## config.mk

```make
export PLATFORM = sky130hd
export DESIGN_NAME = sram_share_arb
export DESIGN_NICKNAME = d
export VERILOG_FILES = /design/src/rtl/sram_arb_pkg.sv /design/src/rtl/arb_grant_sel.sv /design/src/rtl/arb_port_mux.sv /design/src/rtl/arb_read_steer.sv /design/src/rtl/sram_share_arb.sv
export SDC_FILE = /design/constraint.sdc
export NUM_CORES = 1
export LEC_CHECK = 0
export CAP_MARGIN = 30
export CELL_PAD_IN_SITES_DETAIL_PLACEMENT = 1
export CELL_PAD_IN_SITES_GLOBAL_PLACEMENT = 1
export CORE_ASPECT_RATIO = 1.1
export CORE_UTILIZATION = 10
export CTS_CLUSTER_DIAMETER = 120
export CTS_CLUSTER_SIZE = 12
export DETAILED_ROUTE_END_ITERATION = 7
export GPL_ROUTABILITY_DRIVEN = 0
export PLACE_DENSITY = 0.87
export SETUP_SLACK_MARGIN = 0.3
export SLEW_MARGIN = 20
export SYNTH_ARGS = -nofsm -noshare
export SYNTH_HDL_FRONTEND = slang
export SYNTH_HIERARCHICAL = 1
export SYNTH_SLANG_ARGS = --single-unit
```

## constraint.sdc

```tcl
create_clock -name clk -period 1.6 [get_ports clk]
set_input_delay 0.32 -clock clk [delete_from_list [all_inputs] [get_ports clk]]
set_output_delay 0.32 -clock clk [all_outputs]
set_load 0.01 [all_outputs]
```

## src/rtl/sram_arb_pkg.sv

```systemverilog
package sram_arb_pkg;
  typedef enum logic {
    SRC_CPU = 1'b0,
    SRC_BUS = 1'b1
  } src_e;
endpackage

```

## src/rtl/arb_grant_sel.sv

```systemverilog
module arb_grant_sel
  import sram_arb_pkg::*;
(
  input  logic clk,
  input  logic rst,
  input  logic req_cpu,
  input  logic req_bus,
  output logic gnt_cpu,
  output logic gnt_bus
);
  src_e owner_q;
  logic contend;

  assign contend = req_cpu & req_bus;

  // The owner loses a tie, so contention alternates word by word.
  always_comb begin
    gnt_cpu = 1'b0;
    gnt_bus = 1'b0;
    if (!rst) begin
      if (contend) begin
        if (owner_q == SRC_CPU) gnt_bus = 1'b1;
        else                    gnt_cpu = 1'b1;
      end else begin
        gnt_cpu = req_cpu;
        gnt_bus = req_bus;
      end
    end
  end

  // Ownership stays parked during idle cycles.
  always_ff @(posedge clk) begin
    if (rst)          owner_q <= SRC_CPU;
    else if (gnt_cpu) owner_q <= SRC_CPU;
    else if (gnt_bus) owner_q <= SRC_BUS;
  end
endmodule

```

## src/rtl/arb_port_mux.sv

```systemverilog
module arb_port_mux #(
  parameter int ADDR_W = 10,
  parameter int DATA_W = 32,
  localparam int BE_W  = DATA_W / 8
) (
  input  logic              sel_cpu,
  input  logic              sel_bus,
  input  logic              cpu_we,
  input  logic [BE_W-1:0]   cpu_be,
  input  logic [ADDR_W-1:0] cpu_addr,
  input  logic [DATA_W-1:0] cpu_wdata,
  input  logic              bus_we,
  input  logic [BE_W-1:0]   bus_be,
  input  logic [ADDR_W-1:0] bus_addr,
  input  logic [DATA_W-1:0] bus_wdata,
  output logic              mem_en,
  output logic              mem_we,
  output logic [BE_W-1:0]   mem_be,
  output logic [ADDR_W-1:0] mem_addr,
  output logic [DATA_W-1:0] mem_wdata
);
  // AND-OR select; grants are exclusive, so no priority chain is needed.
  assign mem_en    = sel_cpu | sel_bus;
  assign mem_we    = (sel_cpu & cpu_we) | (sel_bus & bus_we);
  assign mem_be    = ({BE_W{sel_cpu}} & cpu_be) | ({BE_W{sel_bus}} & bus_be);
  assign mem_addr  = ({ADDR_W{sel_cpu}} & cpu_addr) | ({ADDR_W{sel_bus}} & bus_addr);
  assign mem_wdata = ({DATA_W{sel_cpu}} & cpu_wdata) | ({DATA_W{sel_bus}} & bus_wdata);
endmodule

```

## src/rtl/arb_read_steer.sv

```systemverilog
module arb_read_steer
  import sram_arb_pkg::*;
#(
  parameter int DATA_W = 32,
  localparam int NPORT = 2
) (
  input  logic              clk,
  input  logic              rst,
  input  logic              rd_issue,
  input  src_e              rd_src,
  input  logic [DATA_W-1:0] mem_rdata,
  output logic [NPORT-1:0]  rvalid,
  output logic [DATA_W-1:0] rdata [NPORT]
);
  logic pend_q;
  src_e src_q;

  always_ff @(posedge clk) begin
    if (rst) begin
      pend_q <= 1'b0;
      src_q  <= SRC_CPU;
    end else begin
      pend_q <= rd_issue;
      if (rd_issue) src_q <= rd_src;
    end
  end

  for (genvar p = 0; p < NPORT; p++) begin : g_port
    localparam src_e PSRC = (p == 0) ? SRC_CPU : SRC_BUS;
    assign rvalid[p] = pend_q && (src_q == PSRC);
    assign rdata[p]  = rvalid[p] ? mem_rdata : '0;
  end
endmodule

```

## src/rtl/sram_share_arb.sv

```systemverilog
module sram_share_arb
  import sram_arb_pkg::*;
#(
  parameter int ADDR_W = 10,
  parameter int DATA_W = 32,
  localparam int BE_W  = DATA_W / 8
) (
  input  logic              clk,
  input  logic              rst,
  input  logic              cpu_req,
  input  logic              cpu_we,
  input  logic [BE_W-1:0]   cpu_be,
  input  logic [ADDR_W-1:0] cpu_addr,
  input  logic [DATA_W-1:0] cpu_wdata,
  output logic              cpu_ready,
  output logic              cpu_rvalid,
  output logic [DATA_W-1:0] cpu_rdata,
  input  logic              bus_req,
  input  logic              bus_we,
  input  logic [BE_W-1:0]   bus_be,
  input  logic [ADDR_W-1:0] bus_addr,
  input  logic [DATA_W-1:0] bus_wdata,
  output logic              bus_ready,
  output logic              bus_rvalid,
  output logic [DATA_W-1:0] bus_rdata,
  output logic              mem_en,
  output logic              mem_we,
  output logic [BE_W-1:0]   mem_be,
  output logic [ADDR_W-1:0] mem_addr,
  output logic [DATA_W-1:0] mem_wdata,
  input  logic [DATA_W-1:0] mem_rdata
);
  logic              gnt_cpu, gnt_bus;
  logic [1:0]        rv;
  logic [DATA_W-1:0] rd [2];
  src_e              issue_src;

  arb_grant_sel u_sel (
    .clk     (clk),
    .rst     (rst),
    .req_cpu (cpu_req),
    .req_bus (bus_req),
    .gnt_cpu (gnt_cpu),
    .gnt_bus (gnt_bus)
  );

  arb_port_mux #(.ADDR_W(ADDR_W), .DATA_W(DATA_W)) u_mux (
    .sel_cpu   (gnt_cpu),
    .sel_bus   (gnt_bus),
    .cpu_we    (cpu_we),
    .cpu_be    (cpu_be),
    .cpu_addr  (cpu_addr),
    .cpu_wdata (cpu_wdata),
    .bus_we    (bus_we),
    .bus_be    (bus_be),
    .bus_addr  (bus_addr),
    .bus_wdata (bus_wdata),
    .mem_en    (mem_en),
    .mem_we    (mem_we),
    .mem_be    (mem_be),
    .mem_addr  (mem_addr),
    .mem_wdata (mem_wdata)
  );

  assign issue_src = gnt_bus ? SRC_BUS : SRC_CPU;

  arb_read_steer #(.DATA_W(DATA_W)) u_ret (
    .clk       (clk),
    .rst       (rst),
    .rd_issue  (mem_en & ~mem_we),
    .rd_src    (issue_src),
    .mem_rdata (mem_rdata),
    .rvalid    (rv),
    .rdata     (rd)
  );

  assign cpu_ready  = gnt_cpu;
  assign bus_ready  = gnt_bus;
  assign cpu_rvalid = rv[0];
  assign bus_rvalid = rv[1];
  assign cpu_rdata  = rd[0];
  assign bus_rdata  = rd[1];
endmodule

```

==> results.yml, run 1 <==
run_status:
  violations: "negative setup slack"
  status: "finished, violations left"
cells_and_area:
  layout.cells.non_filler: 578
  multi_input_area_mm2: 0.001186
  n_fill_cell: 1246
  final-seq-area_um2: 71.32
  final_common_cell: "clkdlybuf4s50_1"
  area_growth_pct: 319.0
  nets: 562
  post-route-util_pct: 43.42
  layout_common_cells: "111 x clkdlybuf4s50_1, 90 x buf_6, 47 x buf_2, 47 x a22o_1, 33 x and2_4"
  drive_gt1_share_pct: 58.70
  antenna-diode-count: 0
logic_synthesis:
  synth_area_mm2: 0.001146
  synth_top_area_share_pct: 35.92
  synth.distinct_cells: 18
  syn_inst: 146
  ys_warn_count: 6
  synth_area_leaders: "a22o_1 36%, and2_1 11%, and3_1 11%, buf_6 8.8%, and2_2 7.9%"
  syn_avg_cell_area_um2: 7.850
  ys_ff_latch: 3
  synth_nets: 276
  ys_seq_area_share_pct: 5.240
  synth_top_cell_by_area: "a22o_1"
pwr:
  ir_worst_vdd_mv: 0.3831
  p_total_mw: 1.663
  leakage_nw: 2.208
  powerDensity_mw_per_mm2: 346.2
setup_path:
  critPathMaxStageDelay_ns: 0.35
  crit_chain: "nor2b_4 -> nor3b_4 -> buf_6 -> buf_8 -> clkbuf_16 -> or2_4 -> buf_6"
  worst-endpoint-arrival_ns: 1.55
  slowest_stage: "dfxtp_4"
  worstPathRequired_ns: 1.28
  endpoint_kind: "output pin"
  regToRegStartpoint: "u_sel/owner_q"
  crit_path_max_fanout: 6
  r2r_slack_ns: -0.18
  worstSetupPathType: "reg2out"
  critical_path.top_delay_family: "buffers and inverters"
  crit_top_cell: "buf_6"
  crit_buf_inv: 4
  start_kind: "flip-flop"
  startpoint: "u_sel/owner_q"
routing:
  drt_iter0_drc: 81
  ant_nets: 0
  firstDrtPassIters: 4
  vias_per_cell: 4.249
  drc: 0
  avgRoutedWirePerCell_um: 20.48
  wl_um: 11840
  vias: 2456
timing:
  worst_slew_pin_slew_ns: 0.2486
  fin_crit_sh_pct: 116.9
  skew_ns: 0.0005770
  fin_ws_ns: -0.2703
  finalSetupViolCount: 100
  rsz0062_at_grt: "true"
  hold_violations: 0
  report.final.slew_viol_count: 0
  relSlewSlack_pct: 83.38
  tns_ns: -15.06
  fmax_mhz: 534.7
  min_period_ns: 1.870
worst_hold_path:
  worstHoldStart: "rst"
  hold_class: "in2reg"
die:
  core_area_mm2: 0.01106
  dieArea_mm2: 0.01189
  die_h_um: 114.3
  rows: 40
  start_util_pct: 10.36
  ios: 246
  die_x_um: 104.1
grt:
  antenna_found_initial: 0
  grt_overflow: 0
  grt_pass1_wl_um: 15540
  track_usage_pct: 17.15
  grt_pass1_vias: 2668
  grt_max_degree: 18
cts:
  cts_root_buf: "clkbuf_16"
  htree_num_levels: 1
  numCtsBuffers: 3
  clk_latency_ns: 0.22
  clk_pin_slew_ns: 0.03
  clk_path_buf_depth: 2
  cts.sinks: 3
  cts_hold_buf: 0
  cts_tree: "built"
flow_run:
  drv_cap: 0
placement:
  numPortBuffers: 245
  place_inst: 526
  dp_hpwl_um: 6698
==> per-stage QoR <==
stage	setup slack (ns)	area (um2)	hold slack (ns)
4_1_cts	-0.2287	4354	0.4812
3_5_place_dp	-0.9277	3776	0.6496
6_report	-0.2703	4802	0.4857
2_1_floorplan	0.08989	1184	0.3916
3_3_place_gp	-0.8902	3776	0.6410
5_1_grt	-0.3171	4802	0.5103
==> repair_timing <==
item                                    in CTS  in global routing
gates cloned                                14                  3
gates resized for setup                    599                 75
pin swaps                                   22                 22
endpoints found under the setup margin     118                118
setup buffers                               25                  6
==> cell families (layout without fill, tap and decap cells) <==
logic type | after synthesis | count (layout) | share of synthesized area (%)
multiplexers | 1 | 1 | 0.8734
flip-flops | 3 | 3 | 5.240
AO/OA/AOI/OAI | 49 | 49 | 37.45
buffers and inverters | 20 | 305 | 12.88
AND/OR/NAND/NOR | 73 | 73 | 43.56
==> final cells by class <==
cell class | instances | share of cell area (%)
Clock buffer | 4 | 1.641
Inverter | 1 | 0.07817
Tap cell | 147 | 3.830
Multi-Input combinational cell | 123 | 24.70
Timing Repair Buffer | 300 | 68.26
Sequential cell | 3 | 1.485
==> worst paths after layout <==
| path | end | cells after the start |
|---|---|---|
| max | mem_en | 7 |
| min | u_ret/pend_q | 2 |
| max reg2reg | u_ret/src_q | 10 |
| min reg2reg | u_sel/owner_q | 2 |
==> report_power, final <==
part / internal (mW) / leakage, nW / total (mW) / switching (mW)
Combinational: 0.760 / 2.14 / 1.18 / 0.417
Clock: 0.329 / 0.0382 / 0.400 / 0.0706
Sequential: 0.0783 / 0.0267 / 0.0854 / 0.00715
Total: 1.17 / 2.21 / 1.66 / 0.495
==> synthesized netlist by cell type, drive strengths merged <==
| cell | n |
|---|---|
| a211oi | 1 |
| a22o | 47 |
| and2 | 33 |
| and3 | 32 |
| buf | 13 |
| clkbuf | 6 |
| dfxtp | 3 |
| inv | 1 |
| mux2i | 1 |
| nor2 | 1 |
| nor2b | 5 |
| nor3b | 1 |
| o21ba | 1 |
| or2 | 1 |
==> layer usage <==
metal  wire length, um  part of all wire [%]  GRT usage [%]  vias up
met4                99                  0.84          3.143        0
met2              6701                    57          35.07      133
met1              4513                    38          18.97     1177
met3               525                   4.4          1.878       12
li1                  -                     -              -     1134
met5                 0                     0              0        -
==> flip-flops by register name (all words and copies together) (netlist names) <==
| signal | cells |
|---|---|
| u_ret/pend_q | 1 |
| u_ret/src_q | 1 |
| u_sel/owner_q | 1 |
No activity file was read; power rests on OpenSTA's default activity.
==> run 2: changes to the inputs <==
- REMOVE_ABC_BUFFERS: not set -> 1
==> run 2 against run 1 <==
The run still ends with negative setup slack left; hold slack gained 0.0080 ns; final area grew 1.3%; routed wire length grew 5.6%; via count grew 0.61%; sequential power is essentially flat; sequential share of layout area is essentially flat; combinational power is essentially flat; critical endpoint is now mem_wdata[8].
==> results.yml, run 2 (synthesis results as in run 1) <==
run_status:
  status: "finished, violations left"
  violations: "negative setup slack"
timing:
  min_period_ns: 1.941
  worst_slew_pin_slew_ns: 0.2262
  skew_ns: 0.002180
  fin_ws_ns: -0.3414
  report.final.slew_viol_count: 0
  hold_violations: 0
  fmax_mhz: 515.1
  rsz0062_at_grt: "true"
  fin_crit_sh_pct: 121.3
  relSlewSlack_pct: 84.87
  finalSetupViolCount: 58
cells_and_area:
  multi_input_area_mm2: 0.001201
  antenna-diode-count: 0
  layout_common_cells: "106 x clkdlybuf4s50_1, 97 x buf_6, 44 x a22o_1"
  final-seq-area_um2: 71.32
  n_fill_cell: 1209
  nets: 561
  final_common_cell: "clkdlybuf4s50_1"
  area_growth_pct: 324.3
  largestRegisters: "u_ret/pend_q: 1 flops, u_ret/src_q: 1 flops, u_sel/owner_q: 1 flops"
  drive_gt1_share_pct: 58.60
pwr:
  leakage_nw: 2.256
  ir_worst_vdd_mv: 0.2103
  p_total_mw: 1.669
  powerDensity_mw_per_mm2: 343.2
placement:
  dp_slack_ns: -0.9684
  dp_hpwl_um: 7562
  numPortBuffers: 245
grt:
  grt_overflow: 0
  track_usage_pct: 16.22
  busiest_layer: "met2"
  grt_pass1_wl_um: 14880
  use_met1_pct: 16.01
  antenna_found_initial: 0
  grt.met2_usage_pct: 33.87
  grt_pass1_vias: 2611
  gr-usage-met3_pct: 3.984
  grt_max_degree: 20
cts:
  cts_root_buf: "clkbuf_16"
  cts_hold_buf: 0
  cts.sinks: 3
  cts_tree: "built"
  numCtsBuffers: 3
  htree_num_levels: 1
  clk_path_buf_depth: 2
  clk_pin_slew_ns: 0.03
  clk_latency_ns: 0.22
routing:
  vias: 2471
  ant_nets: 0
  drt_iter0_drc: 73
  drc: 0
  vias_per_cell: 4.282
  avgRoutedWirePerCell_um: 21.66
  firstDrtPassIters: 4
  wl_um: 12500
worst_hold_path:
  holdPathStages: 3
  worstHoldStart: "cpu_req"
  hold_class: "in2reg"
  min_to: "u_sel/owner_q"
die:
  core_area_mm2: 0.01106
  die_h_um: 114.3
  dieArea_mm2: 0.01189
  start_util_pct: 10.36
  rows: 40
  die_x_um: 104.1
  ios: 246
setup_path:
  endpoint_kind: "output pin"
  crit_path_max_fanout: 4
  r2r_slack_ns: -0.16
  worstSetupPathType: "reg2out"
  reg2reg_depth: 10
  regToRegStartpoint: "u_sel/owner_q"
  worstPathRequired_ns: 1.28
  worst-endpoint-arrival_ns: 1.62
  worst_r2r_endpoint: "u_ret/src_q"
  start_kind: "flip-flop"
flow_run:
  drv_cap: 0
[run 2: per-stage QoR]
stage	utilization, %	hold WS, ns	instance area, um2	std cells	setup TNS (ns)
2_1_floorplan	-	0.3916	1002	127	-126.93
3_3_place_gp	34.34	0.6536	3799	528	-54.18
3_5_place_dp	34.34	0.6963	3799	528	-57.41
4_1_cts	36.78	0.5001	4068	551	-17.20
5_1_grt	43.97	0.5231	4863	577	-14.92
6_report	43.97	0.4938	4863	577	-12.30
[run 2: power by group]
part	leakage, nW	internal, mW	switching, mW
combinational	2.19	0.761	0.422
clock	0.0382	0.329	0.0712
sequential	0.0267	0.0782	0.00700
[run 2: worst max-delay path by stage]
| stage | start | to | slack (ns) | cells after the start |
|---|---|---|---|---|
| final | u_sel/owner_q | mem_wdata[8] | -0.34 | 7 |
| after global routing | u_sel/owner_q | mem_wdata[27] | -0.38 | 8 |
| after CTS | u_sel/owner_q | mem_wdata[8] | -0.36 | 7 |
| after detailed placement | bus_req | mem_be[1] | -0.97 | 7 |
| after global placement | bus_req | mem_wdata[21] | -0.88 | 7 |
| after floorplan | bus_req | u_ret/src_q | -2.61 | 6 |
[run 2: layout make-up]
| type | instances | area share, % |
|---|---|---|
| repair buffers | 299 | 68.36 |
| multi-input cells | 123 | 24.70 |
| well taps | 147 | 3.782 |
| clock buffers | 4 | 1.621 |
| flip-flops and latches | 3 | 1.466 |
| inverters | 1 | 0.07718 |
[run 2: per-layer routing]
layer  vias up  wire, um
met5         -         0
met4         0       286
met3        18       899
met2       184      6870
met1      1143      4442
li1       1126         -
[run 2: timing repair]
action / in CTS / in global routing
setup endpoints to repair: 118 / 118
resized for setup: 458 / 237
pin swaps: 10 / 34
gates cloned: 8 / 11
setup buffers: 11 / 15
[run 2: critical path, stage by stage (launching register included)]
cell       delay [ns]
dfxtp_4          0.35
nor2b_4          0.12
nor3b_2          0.05
buf_6            0.13
buf_12           0.13
bufbuf_16        0.26
a22o_1           0.23
buf_6            0.13
